`config.mk`:
```
export PLATFORM = sky130hd
export DESIGN_NAME = dac_serial_bank
export DESIGN_NICKNAME = d
export VERILOG_FILES = /design/src/rtl/dac_bank_pkg.sv /design/src/rtl/dac_in_sync.sv /design/src/rtl/dac_frame_rx.sv /design/src/rtl/dac_latch_bank.sv /design/src/rtl/dac_serial_bank.sv
export SDC_FILE = /design/constraint.sdc
export NUM_CORES = 1
export LEC_CHECK = 0
export ABC_AREA = 1
export BUFFER_PORTS_ARGS = -buffer_cell sky130_fd_sc_hd__buf_2
export CAP_MARGIN = 5
export CORE_MARGIN = 2
export CORE_UTILIZATION = 50
export DETAILED_ROUTE_END_ITERATION = 12
export PLACE_DENSITY = 0.74
export SLEW_MARGIN = 15
export SYNTH_ARGS = -nofsm -noshare
export SYNTH_HDL_FRONTEND = slang
export SYNTH_SLANG_ARGS = --single-unit
export TNS_END_PERCENT = 10
```
`constraint.sdc`:
```
create_clock -name clk -period 3.14 [get_ports clk]
set_input_delay 0.628 -clock clk [delete_from_list [all_inputs] [get_ports clk]]
set_output_delay 0.628 -clock clk [all_outputs]
set_load 0.02 [all_outputs]
```
`src/rtl/dac_bank_pkg.sv`:
```
package dac_bank_pkg;
  localparam int ADDR_W   = 4;
  localparam int DATA_W   = 8;
  localparam int FRAME_W  = ADDR_W + DATA_W;
  localparam int CNT_W    = $clog2(FRAME_W + 1);
  localparam logic [DATA_W-1:0] MIDSCALE = 8'h80;

  typedef struct packed {
    logic [ADDR_W-1:0] addr;
    logic [DATA_W-1:0] data;
  } dac_cmd_t;
endpackage

```
`src/rtl/dac_in_sync.sv`:
```
module dac_in_sync #(
  parameter int          W       = 1,
  parameter int          STAGES  = 2,
  parameter logic [W-1:0] RST_VAL = '0
) (
  input  logic         clk,
  input  logic         rst_n,
  input  logic [W-1:0] d,
  output logic [W-1:0] q
);
  logic [W-1:0] stg_q [STAGES];

  for (genvar s = 0; s < STAGES; s++) begin : g_stage
    logic [W-1:0] stg_d;
    if (s == 0) begin : g_first
      always_comb stg_d = d;
    end else begin : g_rest
      always_comb stg_d = stg_q[s-1];
    end
    always_ff @(posedge clk or negedge rst_n) begin
      if (!rst_n) stg_q[s] <= RST_VAL;
      else        stg_q[s] <= stg_d;
    end
  end

  assign q = stg_q[STAGES-1];
endmodule

```
`src/rtl/dac_frame_rx.sv`:
```
module dac_frame_rx
  import dac_bank_pkg::*;
(
  input  logic             clk,
  input  logic             rst_n,
  input  logic             sclk_s,
  input  logic             cs_s,
  input  logic             sdi_s,
  output logic             cs_rise,
  output logic             wr_en,
  output dac_cmd_t         wr_cmd,
  output logic [CNT_W-1:0] bit_cnt
);
  logic               sclk_d, cs_d;
  logic [FRAME_W-1:0] shreg_q, shreg_d;
  logic [CNT_W-1:0]   cnt_q, cnt_d;
  logic               sclk_rise, cs_fall, shift_en;

  always_comb begin
    sclk_rise = sclk_s & ~sclk_d;
    cs_rise   = cs_s & ~cs_d;
    cs_fall   = ~cs_s & cs_d;
    shift_en  = ~cs_s & sclk_rise;
  end

  always_comb begin
    shreg_d = shreg_q;
    cnt_d   = cnt_q;
    if (cs_fall) begin
      cnt_d = '0;
    end else if (shift_en) begin
      shreg_d = {shreg_q[FRAME_W-2:0], sdi_s};
      if (cnt_q != CNT_W'(FRAME_W)) cnt_d = cnt_q + 1'b1;
    end
  end

  always_ff @(posedge clk or negedge rst_n) begin
    if (!rst_n) begin
      sclk_d  <= 1'b0;
      cs_d    <= 1'b1;
      shreg_q <= '0;
      cnt_q   <= '0;
    end else begin
      sclk_d  <= sclk_s;
      cs_d    <= cs_s;
      if (shift_en) shreg_q <= shreg_d;
      if (cs_fall || shift_en) cnt_q <= cnt_d;
    end
  end

  always_comb begin
    wr_en   = cs_rise && (cnt_q == CNT_W'(FRAME_W));
    wr_cmd  = dac_cmd_t'(shreg_q);
    bit_cnt = cnt_q;
  end
endmodule

```
`src/rtl/dac_latch_bank.sv`:
```
module dac_latch_bank
  import dac_bank_pkg::*;
#(
  parameter int NUM_CH = 12
) (
  input  logic                     clk,
  input  logic                     rst_n,
  input  logic                     clr,
  input  logic                     wr_en,
  input  dac_cmd_t                 wr_cmd,
  output logic [NUM_CH*DATA_W-1:0] lat_flat
);
  for (genvar i = 0; i < NUM_CH; i++) begin : g_ch
    logic [DATA_W-1:0] lat_q, lat_d;
    logic              hit, ld_en;

    always_comb begin
      hit   = wr_en && (wr_cmd.addr == ADDR_W'(i));
      ld_en = clr || hit;
      lat_d = clr ? MIDSCALE : wr_cmd.data;
    end

    always_ff @(posedge clk or negedge rst_n) begin
      if (!rst_n)     lat_q <= MIDSCALE;
      else if (ld_en) lat_q <= lat_d;
    end

    assign lat_flat[i*DATA_W +: DATA_W] = lat_q;
  end
endmodule

```
`src/rtl/dac_serial_bank.sv`:
```
module dac_serial_bank
  import dac_bank_pkg::*;
#(
  parameter int NUM_CH      = 12,
  parameter int SYNC_STAGES = 2
) (
  input  logic                     clk,
  input  logic                     rst_n,
  input  logic                     sclk,
  input  logic                     cs_n,
  input  logic                     sdi,
  input  logic                     mid_rst_n,
  input  logic                     shdn,
  output logic [NUM_CH*DATA_W-1:0] ch_level,
  output logic                     shdn_o
);
  localparam int NIN = 5;
  // bit order: {shdn, mid_rst_n, sdi, cs_n, sclk}
  localparam logic [NIN-1:0] IN_RST = 5'b01010;

  logic [NIN-1:0]   raw_in, sync_in;
  logic             sclk_s, cs_s, sdi_s, mid_n_s, shdn_s;
  logic             cs_rise, wr_en, clr;
  dac_cmd_t         wr_cmd;
  logic [CNT_W-1:0] bit_cnt;

  assign raw_in = {shdn, mid_rst_n, sdi, cs_n, sclk};

  dac_in_sync #(.W(NIN), .STAGES(SYNC_STAGES), .RST_VAL(IN_RST)) u_sync (
    .clk(clk), .rst_n(rst_n), .d(raw_in), .q(sync_in)
  );

  assign {shdn_s, mid_n_s, sdi_s, cs_s, sclk_s} = sync_in;
  assign clr    = ~mid_n_s;
  assign shdn_o = shdn_s;

  dac_frame_rx u_rx (
    .clk(clk), .rst_n(rst_n), .sclk_s(sclk_s), .cs_s(cs_s), .sdi_s(sdi_s),
    .cs_rise(cs_rise), .wr_en(wr_en), .wr_cmd(wr_cmd), .bit_cnt(bit_cnt)
  );

  dac_latch_bank #(.NUM_CH(NUM_CH)) u_bank (
    .clk(clk), .rst_n(rst_n), .clr(clr), .wr_en(wr_en), .wr_cmd(wr_cmd),
    .lat_flat(ch_level)
  );
endmodule

```
# Yosys cells after proc, flatten, opt, wreduce, memory -nomap -nowiden
# Index checks and enable logic that the tools add are counted.
# Widths: inputs -> output; s select.
[totals]
register_bits = 124
input_bits = 7
output_inout_bits = 97
word_cells = 76
[op_classes]
add_sub_neg = 1
eq_ne = 13
mux = 4
bitwise = 9
n_reduce_logical = 31
[op_table]
columns = ["operator", "count"]
rows = [
  ["$eq 4x4->1 const B", 5],
  ["$eq 4x3->1 const B", 4],
  ["$logic_and 1x1->1", 13],
  ["$logic_or 1x1->1", 13],
  ["$mux 4", 3],
  ["$eq 4x2->1 const B", 2],
  ["$mux 8", 1],
  ["$not 1->1", 5],
  ["$add 4x1->4 const B", 1],
  ["$and 1x1->1", 4],
  ["$eq 4x1->1 const B", 1],
  ["$logic_not 4->1", 1],
  ["$ne 4x4->1 const B", 1],
  ["$reduce_bool 2->1", 2],
  ["$reduce_and 3->1", 1],
  ["$reduce_and 2->1", 1],
]

# Logic depth before layout (Yosys ltp)
# Gate-level depths: netlist (run 1).
[logic_depth]
word_depth = 5
depth_mapped = 9
ltp_nobuf = 8

# Hierarchy
# From an unflattened synthesis (run 1), not the netlist that was laid out.
[unflattened]
cells_unflattened = 569
area_unflattened_um2 = 5208.7
[modules_own_cells]
columns = ["module", "instances", "cells_per_inst", "area_per_inst_um2"]
rows = [
  ["dac_latch_bank", 1, 473, 4098.9],
  ["dac_frame_rx", 1, 85, 850.8],
  ["dac_in_sync", 1, 10, 255.2],
  ["dac_serial_bank", 1, 1, 3.8],
]

# Worst setup path before layout (run 1)
# OpenSTA, ideal clock, no wires.
[synth_path]
kind = "reg-to-reg"
start = "register u_rx.cnt_q[0] (netlist: u_rx.bit_cnt[0])"
end = "register u_bank.g_ch[7].lat_q[1]"
arrival_time_ps = 1339
t_required_ps = 3074
slack_ps = 1735
path_stages_with_launch = 10
path_cell_list = "dfrtp_1 inv_1 ha_1 nand3_2 nor2_4 buf_4 nand2_2 nand2_1 nand2_1 nand2_1"
[synth_via]
elab_chain_len = 4
[synth_rtl]
columns = ["item", "line_no", "source"]
rows = [
  ["from (decl)", "dac_frame_rx.sv:16", "logic [CNT_W-1:0] cnt_q, cnt_d;"],
  ["from (signal assigned)", "dac_frame_rx.sv:47", "if (cs_fall || shift_en) cnt_q <= cnt_d;"],
  ["$eq 4x4->1", "dac_frame_rx.sv:52", "wr_en = cs_rise && (cnt_q == CNT_W'(FRAME_W));"],
  ["$logic_and 1x1->1", "dac_frame_rx.sv:52", ""],
  ["$logic_and 1x1->1", "dac_latch_bank.sv:18", "hit = wr_en && (wr_cmd.addr == ADDR_W'(i));"],
  ["$logic_or 1x1->1", "dac_latch_bank.sv:19", "ld_en = clr || hit;"],
  ["to (signal assigned)", "dac_latch_bank.sv:25", "else if (ld_en) lat_q <= lat_d;"],
  ["to (decl)", "dac_latch_bank.sv:14", "logic [DATA_W-1:0] lat_q, lat_d;"],
]
# No other way between the ends.
# A chain may end at the register's enable or synchronous reset.

# Worst setup path after layout (run 1)
[layout_path]
start = "register u_rx.cnt_q[0] (netlist: u_rx.bit_cnt[0])"
end = "register u_bank.g_ch[8].lat_q[5]"
[layout_via]
elab_chain_len = 4
[layout_rtl]
columns = ["item", "line_no"]
rows = [
  ["$eq 4x4->1", "dac_frame_rx.sv:52"],
  ["$logic_and 1x1->1", "dac_frame_rx.sv:52"],
  ["$logic_and 1x1->1", "dac_latch_bank.sv:18"],
  ["$logic_or 1x1->1", "dac_latch_bank.sv:19"],
  ["to (signal assigned)", "dac_latch_bank.sv:25"],
  ["to (decl)", "dac_latch_bank.sv:14"],
]
# No other way between the ends.

==> flow_summary.ini, run 1 <==
[drt]
avgViaCountPerCell = 5.45
drc_errors = 0
vias = 4469
drt_iter0_drc = 332
wirelength_um = 13400
antenna_left = 0
wl_per_cell_um = 16.3
firstDrtPassIters = 6

[synth]
ys_warn_count = 0
synth_top_family_by_area = simple AND/OR/NAND/NOR gates
synth_area_leaders = dfrtp_1 52%, nand2_1 15%, nand3_1 14%
yosysTopAreaCellShare_pct = 51.6
syn_inst = 571
synth_edf_count = 0
synth_most_common_cell = nand2_1
synth_compound_area_share_pct = 0.771
synth.avg_cell_area_um2 = 9.09
syn-num-nets = 580
synth_xor_area_share_pct = 0.169
yosys.area_share.simple_pct = 34.3
synth_seq_area_share_pct = 60.2
async_reset_ff_share_pct = 100
ys.flop_type = dfrtp_1
netlist_area_mm2 = 0.00519
yosysUniqueCellTypes = 21
synth.mux.area_fraction_pct = 0
synth_top_area_cell = dfrtp_1
ys_ff_latch = 124
ys_top_cells_by_count = 210 x nand2_1, 142 x nand3_1, 107 x dfrtp_1
synth-adder-area-share_pct = 0.482

[clock_network]
cts_buffers = 17
clock_path_buffers = 2
cts_setup_buffers = 0
clk_latency_ns = 0.52
htreeDepth = 4
cts_resized = 0
cts_tree = done
cts_hold_buf = 0
cts_root_buffer = clkbuf_8
cts_sinks = 124
clk_pin_slew_ns = 0.06

[global_route]
grtUsageTotal_pct = 25.2
grt_pass1_vias = 4264
grt-ovfl-total = 0
antenna_found_initial = 0
grt_max_degree = 68
grt_first_pass_wirelength_um = 21500

[floorplan]
die_x_um = 106
dieArea_mm2 = 0.0112
coreArea_mm2 = 0.0102
rows = 37
initial_core_util_pct = 51.0
num_io_pins = 104
die_y_um = 106

[power_and_ir_drop]
powerDensity_mw_per_mm2 = 724
ir_drop_mv = 0.344
p_leak_uw = 0.00373
power_uw = 4620

[final_layout]
nets = 680
diodes = 0
utilization_pct = 62.6
drive_gt1_share_pct = 27.0
area_growth_syn_to_layout_pct = 22.8

[worst_hold_path]
hold_path.class = primary input to flip-flop

[placed_design]
gp_congestion = 0.790
io_buffer_count = 103
dpl.hpwl_um = 8560

[critical_path]
crit_arrival_ns = 2.69
critPathKind = flip-flop to flip-flop
crit_fanout = 22
worstPathRequired_ns = 3.60
critPathCaptureType = flip-flop
start_kind = flip-flop

[sta]
slew_headroom_pct = 41.8
drv_slew = 0
setup_viol = 0
fin_skew_ns = 0.00823
fmax_mhz = 448
hold_violations = 0
final.min_clock_period_ns = 2.23
worst_pin_slew_ns = 0.873
fin_tns_setup_ns = 0
rsz0062_at_grt = no
finalCritPeriodShare_pct = 71.0

[job]
drv_cap = 0

[run_status]
outcome = completed
==> where the power goes <==
group | switching (uW) | leakage, uW | total (uW) | internal [uW]
Sequential | 144 | 0.00162 | 1960 | 1810
Combinational | 531 | 0.00184 | 747 | 216
Clock | 770 | 0.000266 | 1910 | 1140
==> final timing paths <==
kind / from / endpoint / slack (ns) / depth (start not counted)
min in group asynchronous: rst_n / u_sync.g_stage[1].stg_d[2]$_DFF_PN0_ / 0.22 / 1
min: cs_n / u_sync.g_stage[1].stg_d[1]$_DFF_PN1_ / 0.20 / 1
max reg2reg: u_rx.bit_cnt[0]$_DFFE_PN0P_ / u_bank.g_ch[8].lat_q[5]$_DFFE_PN0P_ / 0.91 / 9
min reg2reg: u_sync.g_stage[1].stg_d[2]$_DFF_PN0_ / u_sync.q[2]$_DFF_PN0_ / 0.35 / 0
max in group asynchronous: rst_n / u_bank.g_ch[4].lat_q[7]$_DFFE_PN1P_ / 2.13 / 2
max: u_rx.bit_cnt[0]$_DFFE_PN0P_ / u_bank.g_ch[8].lat_q[5]$_DFFE_PN0P_ / 0.91 / 9
==> worst max-delay path, stage by stage, from the launching register on <==
cell and delay, ns:
dfrtp_1 0.43, inv_1 0.10, ha_1 0.18, nand3_2 0.10
nor2_4 0.53, buf_4 0.40, nand2_4 0.13, nand2_1 0.14
nand2_1 0.07, nand2_1 0.08
==> kinds of logic after synthesis <==
kind of cell / count (synthesis)
AND/OR/NAND/NOR: 390
flip-flops: 124
buffers and inverters: 46
AO/OA/AOI/OAI: 8
adder cells (fa/ha/maj): 2
XOR/XNOR: 1
==> final cells by class <==
type,instances,area (um2)
fill,859,3810
sequential,124,3130
multi-input combinational,401,1850
timing repair buffer,109,576
clock buffer,17,414
tap,136,170
clock inverter,15,165
inverter,18,67.6
==> state kept, by name, indices dropped and copies added (netlist names) <==
signal / count
u_bank.g_ch.lat_q: 96
u_rx.wr_cmd: 12
u_sync.g_stage.stg_d: 5
u_sync.q: 5
u_rx.bit_cnt: 4
u_rx.cs_d: 1
u_rx.sclk_d: 1
==> layer usage <==
layer / track usage, % / up-vias / share of wire, %
met2: 37.7 / 180 / 48
met3: 6.74 / 35 / 7.2
met4: 14.0 / 0 / 2.8
li1: - / 2057 / -
met5: 0 / - / 0
met1: 33.4 / 2197 / 42
==> placed cells by master, fill, tap and decap left out, types with 2 or more instances in the layout <==
| cell | n |
|---|---|
| inv_2 | 4 |
| clkbuf_16 | 16 |
| dfrtp_1 | 107 |
| buf_4 | 6 |
| clkinvlp_4 | 6 |
| nand2_1 | 210 |
| inv_1 | 13 |
| nor2_1 | 14 |
| buf_2 | 102 |
| bufinv_16 | 2 |
| nand2_2 | 7 |
| inv_6 | 4 |
| nand3_1 | 142 |
| nand2_4 | 14 |
| o21ai_0 | 8 |
| ha_1 | 2 |
| dfstp_2 | 16 |
==> stage by stage <==
| stage | hold WS [ns] | worst slack (ns) | cell area [um2] | instances |
|---|---|---|---|---|
| final | 0.203 | 0.910 | 6370 | 820 |
| after CTS | 0.181 | 0.924 | 6370 | 820 |
| after global routing | 0.179 | 0.733 | 6370 | 820 |
| after floorplan | 0.331 | 1.74 | 5190 | 571 |
| after global placement | 0.336 | 1.12 | 5800 | 788 |
| after detailed placement | 0.335 | 0.963 | 5800 | 788 |
(Power assumes the default switching activity.)
==> inputs of run 2 (changes only) <==
==> constraint.sdc (replaced) <==
create_clock -name clk -period 2.24 [get_ports clk]
set_input_delay 0.448 -clock clk [delete_from_list [all_inputs] [get_ports clk]]
set_output_delay 0.448 -clock clk [all_outputs]
set_load 0.02 [all_outputs]
==> run 2 against run 1 <==
Compared with the run above:
- clock skew is 0.0014 ns lower
- largest power group unchanged
- cell count is 0.61% higher
- hold slack worse by 0.17 ns
- largest cell class unchanged
- combinational power is 41% higher
==> flow_summary.ini, run 2 (same netlist as run 1, synthesis figures left out) <==
[sta]
finalCritPeriodShare_pct = 82.9
setup_ws_ns = 0.384
fmax_mhz = 539
rsz0062_at_grt = no
fin_skew_ns = 0.00686
hold_violations = 0
drv_slew = 0
worst_pin_slew_ns = 0.698
setup_viol = 0
slew_headroom_pct = 53.3
fin_tns_setup_ns = 0
final.min_clock_period_ns = 1.86

[floorplan]
dieArea_mm2 = 0.0112
die_x_um = 106
num_io_pins = 104
coreArea_mm2 = 0.0102
die_y_um = 106
rows = 37
initial_core_util_pct = 51.0

[clock_network]
cts_sinks = 124
cts_resized = 0
cts_buffers = 17
clock_path_buffers = 2
clk_pin_slew_ns = 0.06
htreeDepth = 4
clk_latency_ns = 0.52
cts_tree = done
cts_root_buffer = clkbuf_8

[power_and_ir_drop]
powerDensity_mw_per_mm2 = 1000
p_leak_uw = 0.00375
ir_drop_mv = 0.564

[global_route]
antenna_found_initial = 0
top_usage_layer = met2
grtUsageTotal_pct = 24.9
grt_first_pass_wirelength_um = 21700
grt_pass1_vias = 4249
grt.met2_usage_pct = 39.4
grt_util_met3_pct = 5.64
grt_use_met1_pct = 33.8
grt_max_degree = 52
grt-ovfl-total = 0

[final_layout]
diodes = 0
area_growth_syn_to_layout_pct = 23.8
regMostFlops = u_bank.g_ch.lat_q
drive_gt1_share_pct = 27.4
nets = 685
layout_commonest_cell = nand2_1
largest_reg_flops = 96
utilization_pct = 63.1
layout_common_cells = 210 x nand2_1, 142 x nand3_1, 107 x dfrtp_1, 102 x buf_2

[job]
drv_cap = 0

[drt]
vias = 4441
drc_errors = 0
avgViaCountPerCell = 5.38
wirelength_um = 13200
wl_per_cell_um = 16.0
drt_iter0_drc = 394
antenna_left = 0
firstDrtPassIters = 5

[placed_design]
io_buffer_count = 103
dpl.hpwl_um = 8730
gp_congestion = 0.829
pre_cts_slack_ns = 0.407

[worst_hold_path]
hold_path.class = primary input to flip-flop

[critical_path]
cpLargestDelayFamily = simple AND/OR/NAND/NOR gates
critPathCaptureType = flip-flop
path_cells = inv_1 > ha_1 > nand3_2 > nor2_4 > buf_4 > nand2_4 > nand2_4 > nand2_1 > nand2_1
critical_path.slowest_cell = dfrtp_1
cpPeakStageDelay_ns = 0.42
start_kind = flip-flop
critPathBufInv = 2
crit_arrival_ns = 2.31
worstPathRequired_ns = 2.69
critPathKind = flip-flop to flip-flop
crit_fanout = 13

[run_status]
outcome = completed
[run 2: cell count changes in the layout (fill, tap and decap cells not counted), sizes merged]
cell         change
dlygate4sd3      +1
buf              +4
inv              -1
clkinv           +2
clkinvlp         -1
[run 2: metal layers]
metal  up-vias  share of wire [%]  wire length, um
met5         -                  0                0
met4         0                2.1              280
met3        26                7.8             1030
met2       209                 48             6280
met1      2133                 43             5620
li1       2073                  -                -
[run 2: metrics by stage]
stage | instances | hold slack, ns | instance area [um2] | total power, uW
5_1_grt | 825 | 0.0101 | 6430 | 6710
6_report | 825 | 0.0289 | 6430 | 6440
3_3_place_gp | 792 | 0.334 | 5840 | 3780
2_1_floorplan | 571 | 0.152 | 5190 | 3390
3_5_place_dp | 792 | 0.341 | 5840 | 3820
4_1_cts | 825 | 0.0153 | 6430 | 6470
[run 2: power breakdown]
group	internal, uW	total [uW]	switching [uW]
registers	2540	2750	210
clock network	1600	2640	1040
logic	314	1050	732
[run 2: layout make-up]
| cell class | instances | area [um2] |
|---|---|---|
| Multi-Input combinational cell | 401 | 1850 |
| Tap cell | 136 | 170 |
| Fill cell | 865 | 3760 |
| Inverter | 18 | 67.6 |
| Timing Repair Buffer | 114 | 628 |
| Clock inverter | 15 | 164 |
| Clock buffer | 17 | 414 |
| Sequential cell | 124 | 3130 |
[run 2: final timing paths]
kind	from	to	slack, ns	cells after the start
min	cs_n	u_sync.g_stage[1].stg_d[1]$_DFF_PN1_	0.03	1
min reg2reg	u_sync.g_stage[1].stg_d[2]$_DFF_PN0_	u_sync.q[2]$_DFF_PN0_	0.35	0
max	u_rx.bit_cnt[0]$_DFFE_PN0P_	u_bank.g_ch[5].lat_q[3]$_DFFE_PN0P_	0.38	9
max in group asynchronous	rst_n	u_bank.g_ch[3].lat_q[7]$_DFFE_PN1P_	1.15	3
max reg2reg	u_rx.bit_cnt[0]$_DFFE_PN0P_	u_bank.g_ch[5].lat_q[3]$_DFFE_PN0P_	0.38	9
min in group asynchronous	rst_n	u_sync.g_stage[1].stg_d[2]$_DFF_PN0_	0.37	2
[run 2: repair_timing]
| action | CTS | global route |
|---|---|---|
| hold buffers | 1 | 0 |
| hold endpoints to repair | 15 | 0 |
| setup endpoints to repair | 0 | 0 |
| buffers inserted | 0 | 0 |
[run 2: worst reg2reg max path, cell delays in order, from the launching register on]
cell and delay, ns:
dfrtp_1 0.42, inv_1 0.10, ha_1 0.19, nand3_2 0.10, nor2_4 0.27, buf_4 0.29
nand2_4 0.13, nand2_4 0.13, nand2_1 0.08, nand2_1 0.09
